`src/rtl/dsm_pkg.sv`:
```
package dsm_pkg;
  typedef enum logic [1:0] {
    REG_LIN = 2'd0,
    REG_POS = 2'd1,
    REG_NEG = 2'd2
  } clip_region_t;
endpackage

```
`src/rtl/dsm_sat_integ.sv`:
```
module dsm_sat_integ #(
  parameter int ACC_W = 24,
  parameter int LIM   = 1 << 20
) (
  input  logic                    clk,
  input  logic                    rst,
  input  logic                    en,
  input  logic signed [ACC_W-1:0] addend,
  output logic signed [ACC_W-1:0] acc
);
  localparam logic signed [ACC_W:0] HI = (ACC_W+1)'(LIM);
  localparam logic signed [ACC_W:0] LO = -HI;

  logic signed [ACC_W:0] sum;
  assign sum = $signed({acc[ACC_W-1], acc}) + $signed({addend[ACC_W-1], addend});

  always_ff @(posedge clk) begin
    if (rst) begin
      acc <= '0;
    end else if (en) begin
      if (sum > HI)      acc <= HI[ACC_W-1:0];
      else if (sum < LO) acc <= LO[ACC_W-1:0];
      else               acc <= sum[ACC_W-1:0];
    end
  end
endmodule

```
`src/rtl/dsm_ff_quant.sv`:
```
module dsm_ff_quant #(
  parameter int ACC_W = 24
) (
  input  logic signed [ACC_W-1:0] x,
  input  logic signed [ACC_W-1:0] i1,
  input  logic signed [ACC_W-1:0] i2,
  output logic                    nat_bit
);
  localparam int QW = ACC_W + 2;
  logic signed [QW-1:0] q;

  assign q       = QW'(x) + (QW'(i1) <<< 1) + QW'(i2);
  assign nat_bit = ~q[QW-1];
endmodule

```
`src/rtl/dsm_clip_marker.sv`:
```
module dsm_clip_marker
  import dsm_pkg::*;
#(
  parameter int IN_W    = 16,
  parameter int MARK_W  = 7,
  parameter int CLIP_TH = 32767
) (
  input  logic                   clk,
  input  logic                   rst,
  input  logic                   en,
  input  logic signed [IN_W-1:0] x,
  input  logic                   nat_bit,
  output logic                   emit_bit
);
  localparam logic signed [IN_W:0] TH_P = (IN_W+1)'(CLIP_TH);
  localparam logic signed [IN_W:0] TH_N = -TH_P;

  logic signed [IN_W:0] xw;
  clip_region_t         region_now, region_q;
  logic [MARK_W-1:0]    cnt_q, idx;
  logic                 entering, marker;

  assign xw = (IN_W+1)'(x);

  always_comb begin
    if (xw >= TH_P)      region_now = REG_POS;
    else if (xw <= TH_N) region_now = REG_NEG;
    else                 region_now = REG_LIN;
  end

  assign entering = (region_now != REG_LIN) && (region_now != region_q);
  assign idx      = entering ? '0 : cnt_q;
  assign marker   = (region_now != REG_LIN) && (idx == '1);

  always_comb begin
    case (region_now)
      REG_POS: emit_bit = ~marker;
      REG_NEG: emit_bit = marker;
      default: emit_bit = nat_bit;
    endcase
  end

  always_ff @(posedge clk) begin
    if (rst) begin
      region_q <= REG_LIN;
      cnt_q    <= '0;
    end else if (en) begin
      region_q <= region_now;
      cnt_q    <= idx + MARK_W'(1);
    end
  end
endmodule

```
`src/rtl/dsm2_ff_mod.sv`:
```
module dsm2_ff_mod #(
  parameter int IN_W   = 16,
  parameter int ACC_W  = 24,
  parameter int MARK_W = 7
) (
  input  logic                   clk,
  input  logic                   rst,
  input  logic                   s_valid,
  output logic                   s_ready,
  input  logic signed [IN_W-1:0] s_data,
  output logic                   m_valid,
  input  logic                   m_ready,
  output logic                   m_bit
);
  localparam int REF_MAG = 1 << (IN_W - 1);
  localparam int LIN_FS  = (REF_MAG * 4) / 5;
  localparam int CLIP_TH = LIN_FS + LIN_FS / 4;
  localparam int I1_LIM  = 1 << (ACC_W - 4);
  localparam int I2_LIM  = 1 << (ACC_W - 2);
  localparam logic signed [ACC_W-1:0] DAC_P = ACC_W'(REF_MAG);
  localparam logic signed [ACC_W-1:0] DAC_N = -DAC_P;

  logic                    fire, nat_bit, emit_bit;
  logic signed [ACC_W-1:0] x_ext, dac_val, i1_acc, i2_acc;
  logic signed [ACC_W-1:0] integ_in  [2];
  logic signed [ACC_W-1:0] integ_out [2];

  // stream handshake: one output slot
  assign s_ready = !m_valid || m_ready;
  assign fire    = s_valid && s_ready;

  // input scaling: codes already in reference LSBs, widen with sign
  assign x_ext   = ACC_W'(s_data);
  assign dac_val = emit_bit ? DAC_P : DAC_N;

  assign integ_in[0] = x_ext - dac_val;
  assign integ_in[1] = integ_out[0];
  assign i1_acc      = integ_out[0];
  assign i2_acc      = integ_out[1];

  for (genvar s = 0; s < 2; s++) begin : g_stage
    localparam int STAGE_LIM = (s == 0) ? I1_LIM : I2_LIM;
    dsm_sat_integ #(.ACC_W(ACC_W), .LIM(STAGE_LIM)) u_integ (
      .clk    (clk),
      .rst    (rst),
      .en     (fire),
      .addend (integ_in[s]),
      .acc    (integ_out[s])
    );
  end

  dsm_ff_quant #(.ACC_W(ACC_W)) u_quant (
    .x       (x_ext),
    .i1      (i1_acc),
    .i2      (i2_acc),
    .nat_bit (nat_bit)
  );

  dsm_clip_marker #(.IN_W(IN_W), .MARK_W(MARK_W), .CLIP_TH(CLIP_TH)) u_clip (
    .clk      (clk),
    .rst      (rst),
    .en       (fire),
    .x        (s_data),
    .nat_bit  (nat_bit),
    .emit_bit (emit_bit)
  );

  always_ff @(posedge clk) begin
    if (rst) begin
      m_valid <= 1'b0;
      m_bit   <= 1'b0;
    end else if (fire) begin
      m_valid <= 1'b1;
      m_bit   <= emit_bit;
    end else if (m_ready) begin
      m_valid <= 1'b0;
    end
  end
endmodule

```
`config.mk`:
```
export PLATFORM = sky130hd
export DESIGN_NAME = dsm2_ff_mod
export DESIGN_NICKNAME = d
export VERILOG_FILES = /design/src/rtl/dsm_pkg.sv /design/src/rtl/dsm_sat_integ.sv /design/src/rtl/dsm_ff_quant.sv /design/src/rtl/dsm_clip_marker.sv /design/src/rtl/dsm2_ff_mod.sv
export SDC_FILE = /design/constraint.sdc
export NUM_CORES = 1
export LEC_CHECK = 0
export ABC_CLOCK_PERIOD_IN_PS = 7800
export BUFFER_PORTS_ARGS = -buffer_cell sky130_fd_sc_hd__buf_4
export CORE_MARGIN = 2
export CORE_UTILIZATION = 45
export DETAILED_ROUTE_END_ITERATION = 12
export GPL_ROUTABILITY_DRIVEN = 0
export GPL_TIMING_DRIVEN = 0
export PLACE_DENSITY = 0.63
export SETUP_SLACK_MARGIN = 0.1
export SYNTH_ARGS = -nofsm -noshare
export SYNTH_HDL_FRONTEND = slang
export SYNTH_SLANG_ARGS = --single-unit
```
`constraint.sdc`:
```
create_clock -name clk -period 7.8 [get_ports clk]
set_clock_uncertainty 0.2 [all_clocks]
set_input_delay 0.39 -clock clk [delete_from_list [all_inputs] [get_ports clk]]
set_output_delay 0.39 -clock clk [all_outputs]
set_load 0.01 [all_outputs]
```
### Word-level counts from Yosys, hierarchy flattened

Index checks and enable logic that the tools add are counted.

* input port bits: 20
* bits in latches: 0
* RAM bits: 0
* memories kept: 0
* memory bits (read-only): 0
* register bits: 59
* output and inout bits: 3

* $add $sub $neg: 6
* $lt $le $gt $ge: 6
* divide/modulo/power cells: 0
* multipliers: 0
* multiplexer cells: 11
* reduce and logical (&&, ||, !) cells: 7
* shift operators: 0
* equality and inequality tests: 4
* bitwise operators: 2

Operators with widths (count)
* 24-bit two-way mux: 5
* 24-bit by 24-bit adder with 25-bit output: 2
* 16-bit by 25-bit adder with 26-bit output: 1
* 26-bit by 24-bit adder with 26-bit output: 1
* 25-bit by 22-bit > comparator with 1-bit output (second input constant): 1
* 25-bit by 24-bit > comparator with 1-bit output (second input constant): 1
* 25-bit by 21-bit < comparator with 1-bit output (second input constant): 1
* 25-bit by 23-bit < comparator with 1-bit output (second input constant): 1
* 16-bit by 24-bit subtractor with 24-bit output: 1
* 16-bit >= comparator (second input constant): 1
* 16-bit <= comparator (second input constant): 1
* 7-bit by 1-bit adder with 7-bit output (second input constant): 1
* 7-bit == test (second input constant): 1
* 7-bit two-way mux: 1
* 2-bit two-way mux: 2
* 2-bit nonzero test: 2
* 1-bit logical AND: 3
* 2-bit by 1-bit == test with 1-bit output (second input constant): 1
* 2-bit == test (second input constant): 1
* 1-bit two-way mux: 2
* 2-bit != test: 1
* 1-bit NOT: 2
* 1-bit one-hot mux with 2 select lines: 1
* 1-bit logical NOT: 1
* 1-bit logical OR: 1

### Depth between registers and ports, before layout

* depth in word-level cells: 16
* gate-level depth with buffers: 26
* gate-level depth less buffers: 24

### Hierarchy

A second synthesis with hierarchy kept.

* cells, all modules: 858
* area, all modules: 6805.3 um^2

Modules (own cells, without submodules)
* dsm_sat_integ (g_stage[0].u_integ): area each 2446.1 um^2, instances 1, cells each 304
* dsm_sat_integ (g_stage[1].u_integ): area each 2418.6 um^2, instances 1, cells each 325
* dsm_ff_quant: area each 1196.1 um^2, instances 1, cells each 140
* dsm_clip_marker: area each 565.5 um^2, instances 1, cells each 70
* dsm2_ff_mod: area each 178.9 um^2, instances 1, cells each 19

### Worst setup path after synthesis

Ideal clock, no wire load.

* kind: input -> register
* start: input port s_data[15]
* end: register g_stage[0].u_integ.acc[3]
* setup slack: 1.946 ns
* stages on the path: 24
* buffers on the path: 2
* arrival time: 5.587 ns
* setup time: 0.067 ns
* cell sequence: inv_1 > nand4_1 > or4_1 > a32oi_1 > nor2b_1 > ha_1 > and3_1 > and3_1 > nand4_1 > a21oi_1 > a311o_1 > ha_1 > or2_2 > ha_1 > clkbuf_1 > nand3_1 > o211a_1 > o221ai_2 > xor2_1 > or4_1 > nor4_2 > nor2_2 > buf_6 > o21ai_2

* word-level cells in the longest chain between the ends: 16
* elaborated cells between the ends (all ways): 24
* classes of those cells: 4 x add/sub; 4 x order compare; 4 x eq/ne; 7 x mux; 2 x bitwise; 3 x reduce/logical

RTL lines
* from (decl): line dsm2_ff_mod.sv:10 `input logic signed [IN_W-1:0] s_data,`
* parallel branches: the longest is 9 deep, another holds 16-bit by 25-bit adder with 26-bit output
* 1-bit one-hot mux with 2 select lines (*): line dsm_clip_marker.sv:36 `case (region_now)`
* named net emit_bit: line dsm2_ff_mod.sv:23 `logic fire, nat_bit, emit_bit;`
* 24-bit two-way mux (*): line dsm2_ff_mod.sv:34 `assign dac_val = emit_bit ? DAC_P : DAC_N;`
* 16-bit by 24-bit subtractor with 24-bit output (*): line dsm2_ff_mod.sv:36 `assign integ_in[0] = x_ext - dac_val;`
* 24-bit by 24-bit adder with 25-bit output (*): line dsm_sat_integ.sv:15 `assign sum = $signed({acc[ACC_W-1], acc}) + $signed({addend[ACC_W-1], addend});`
* 25-bit by 21-bit < comparator with 1-bit output: line dsm_sat_integ.sv:22 `else if (sum < LO) acc <= LO[ACC_W-1:0];`
* 24-bit two-way mux: line dsm_sat_integ.sv:22
* 24-bit two-way mux (*): line dsm_sat_integ.sv:21 `if (sum > HI) acc <= HI[ACC_W-1:0];`
* to (signal assigned): line dsm_sat_integ.sv:21
* to (signal assigned): line dsm_sat_integ.sv:22
* to (signal assigned): line dsm_sat_integ.sv:23 `else acc <= sum[ACC_W-1:0];`
* to (decl): line dsm_sat_integ.sv:9 `output logic signed [ACC_W-1:0] acc`

Mark *: on every way through the listed nets, which the timed path passes.
A chain may end at the register's enable or synchronous reset.

### Worst setup path in the final report

* start: input port s_data[15]
* end: register g_stage[0].u_integ.acc[16]

The elaborated chain is that of the path after synthesis.

==> results.py <==
metrics = {
    "run_status": {
        "status": "finished clean",
    },
    "grt": {
        "grt_pass1_vias": 5581,
        "grt_pass1_wl_um": 27500,
        "grt_max_degree": 15,
        "antenna_found_initial": 0,
        "grt_overflow": 0,
        "grt.total_usage": 0.237,
    },
    "clocking": {
        "clockBufferDepth": 2,
        "cts_buffers": 9,
        "htreeDepth": 3,
        "postCtsHoldBufs": 0,
        "clock_latency_ns": 0.33,
        "cts_root_buffer": "clkbuf_16",
        "cts_tree": "yes",
        "clock-sinks": 59,
        "path_clk_slew_ns": 0.05,
        "postCtsSetupBuffers": 0,
        "cts_resized": 0,
    },
    "min_path": {
        "hp-start": "s_valid",
        "min_path_type": "input pin to flop",
        "holdPathEnd": "m_valid",
        "hold_path_depth": 3,
    },
    "final_layout": {
        "syn_to_final_growth_pct": 11.1,
        "final_nets": 869,
        "drive_gt1_frac": 0.0955,
        "final_util": 0.510,
        "layout_common_cells": "ha_1 (74), a21oi_1 (63), dfxtp_1 (59)",
        "layout.cells.most_common": "ha_1",
        "antenna_cells": 0,
        "fill_cells": 1294,
    },
    "floorplan": {
        "dieArea_um2": 14500,
        "die_width_um": 120,
        "pin_count": 23,
        "dieHeight_um": 120,
        "core_um2": 13200,
        "initial_core_util": 0.459,
        "rows": 42,
    },
    "power_and_ir_drop": {
        "pwr-share-comb": 0.608,
        "p_int_mw": 1.04,
        "finalPower_mw": 2.02,
        "power_density_nw_per_um2": 298,
        "power_frac_clock": 0.197,
        "p_leak_nw": 3.10,
        "switching_share": 0.486,
        "p_sw_uw": 980,
        "pwr-share-seq": 0.195,
        "peakVddDrop_v": 0.000162,
    },
    "timing": {
        "tightest_slew_ns": 0.932,
        "period_share": 0.875,
        "setup_viol": 0,
        "hold_viol_final": 0,
        "tns_ns": 0,
        "max_freq_mhz": 147,
        "whs_ns": 0.142,
        "rsz0062_at_grt": "false",
        "period_minus_slack_ns": 6.82,
        "relSlewSlack": 0.377,
        "drv_slew": 0,
    },
    "place": {
        "io_buffers": 21,
        "dp_hpwl_um": 13100,
    },
    "synth": {
        "ys_ff_latch": 59,
        "ys_types": 71,
        "async_flop_share": 0,
        "ys.flop_type": "dfxtp_1",
        "ys_seq_area_frac": 0.194,
        "avgSynthCellArea_um2": 8.49,
        "netlist_area_um2": 6080,
        "synth_cells": 717,
        "synth_edf_count": 0,
        "synth_warnings": 0,
        "synth_nets": 837,
    },
    "setup_path": {
        "r2r_cells": 23,
        "cp-start-kind": "input pin",
        "crit_type": "input pin to flop",
        "end_kind": "flop",
        "r2r-end": "g_stage[0].u_integ.acc[16]",
        "r2r-start": "g_stage[0].u_integ.acc[1]",
        "worstPathRequired_ns": 7.86,
        "cp_max_fo": 14,
        "critPathArrivalTime_ns": 6.88,
        "r2r_slack_ns": 1.26,
    },
    "routing": {
        "num_vias": 5771,
        "firstDrtPassIters": 5,
        "drt-wirelength-per-cell_um": 17.6,
        "vias_per_cell": 6.21,
        "drt_wl_total_um": 16400,
        "drc": 0,
        "drt_iter0_markers": 458,
        "ant_nets": 0,
    },
    "job": {
        "drv_cap": 0,
    },
}
[state kept, by name, indices dropped and copies added (netlist names)]
register and cells:
g_stage.u_integ.acc 48, u_clip.cnt_q 7, u_clip.region_q 2, m_bit 1, m_valid 1
[power groups by stage]
| stage | clock [mW] | sequential (mW) | combinational [mW] |
|---|---|---|---|
| after detailed placement | 0 | 0.400 | 1.21 |
| after floorplan | 0 | 0.377 | 0.935 |
| after global routing | 0.414 | 0.397 | 1.38 |
| after global placement | 0 | 0.400 | 1.17 |
| final | 0.397 | 0.392 | 1.23 |
| after CTS | 0.401 | 0.393 | 1.22 |
[stage by stage]
step	instance area, um2	instances	setup WS, ns
after floorplan	6080	717	1.95
after global placement	6460	914	0.862
after detailed placement	6460	914	0.762
after CTS	6760	930	1.06
after global routing	6760	930	0.394
final	6760	930	0.978
[kinds of logic (layout without fill, tap and decap cells)]
kind of cell             after synthesis  after routing  synth area share
AO/OA/AOI/OAI                        270            270             0.313
multiplexers                           3              3           0.00514
XOR/XNOR                              37             37            0.0533
buffers and inverters                 52             89            0.0341
flip-flops                            59             59             0.194
adder cells (fa/ha/maj)              100            100             0.238
AND/OR/NAND/NOR                      196            196             0.163
[per-layer routing]
metal	routed length, um	share of wire	up-vias	global-route usage
li1	-	-	2811	-
met4	442	0.027	0	0.0828
met1	7150	0.44	2754	0.302
met3	913	0.056	34	0.0382
met5	0	0	-	0
met2	7880	0.48	172	0.405
[worst max path at each step]
stage	startpoint	endpoint	slack (ns)	cells after the start
floorplan	s_data[15]	g_stage[0].u_integ.acc[3]	1.95	24
global placement	s_data[15]	g_stage[0].u_integ.acc[19]	0.86	25
detailed placement	s_data[15]	g_stage[0].u_integ.acc[16]	0.76	25
CTS	s_data[15]	g_stage[0].u_integ.acc[19]	1.06	25
global route	s_data[15]	g_stage[0].u_integ.acc[19]	0.39	25
finish	s_data[15]	g_stage[0].u_integ.acc[16]	0.98	25
[worst max-delay path, cell delays in order]
cell and delay (ns):
buf_4 0.21, inv_1 0.20, nand4_1 0.09, or4_1 0.71, a32oi_1 0.59, nor2b_1 0.11
ha_1 0.26, and3_1 0.21, and3_1 0.24, nand4_1 0.10, a21oi_1 0.06, a311o_1 0.34
ha_1 0.19, or2_2 0.38, ha_1 0.30, clkbuf_1 0.26, nand3_1 0.17, o211a_1 0.28
o22ai_1 0.17, mux2i_1 0.32, nand3_1 0.10, nor3_1 0.46, clkbuf_1 0.45, nand2_1 0.09
o21ai_0 0.16
[synth_stat cells, drive strengths merged (3+ instances only)]
cell type	count	area share
nor2b	6	0.0062
a22oi	4	0.0049
a22o	22	0.032
nor3	8	0.0066
and2	6	0.0062
a31oi	6	0.0062
inv	21	0.013
dfxtp	59	0.19
fa	26	0.086
a2111oi	5	0.0093
o21ai	61	0.057
a21o	24	0.030
xor2	19	0.027
clkbuf	25	0.015
buf	6	0.0058
nor3b	5	0.0062
nand4	17	0.017
a211o	6	0.0088
o21bai	4	0.0049
xnor2	18	0.026
o211a	3	0.0049
o31ai	3	0.0037
nor4	3	0.0041
nand3b	5	0.0062
or3	3	0.0033
o211ai	9	0.011
a211oi	14	0.020
and3	11	0.012
nand2	50	0.031
a21oi	63	0.052
nand2b	7	0.0072
a32oi	20	0.029
or2	3	0.0031
nand3	19	0.016
nor2	47	0.030
ha	74	0.15
o21a	5	0.0062
[final cells by class]
class	instances	area, um2	share of cell area
buffer	31	129	0.0191
clock buffer	11	243	0.0359
clock inverter	5	52.6	0.00778
inverter	21	78.8	0.0117
multi-input combinational	606	4700	0.695
sequential	59	1180	0.175
tap	176	220	0.0326
timing repair buffer	21	158	0.0233
No activity file was read; power rests on OpenSTA's default activity.
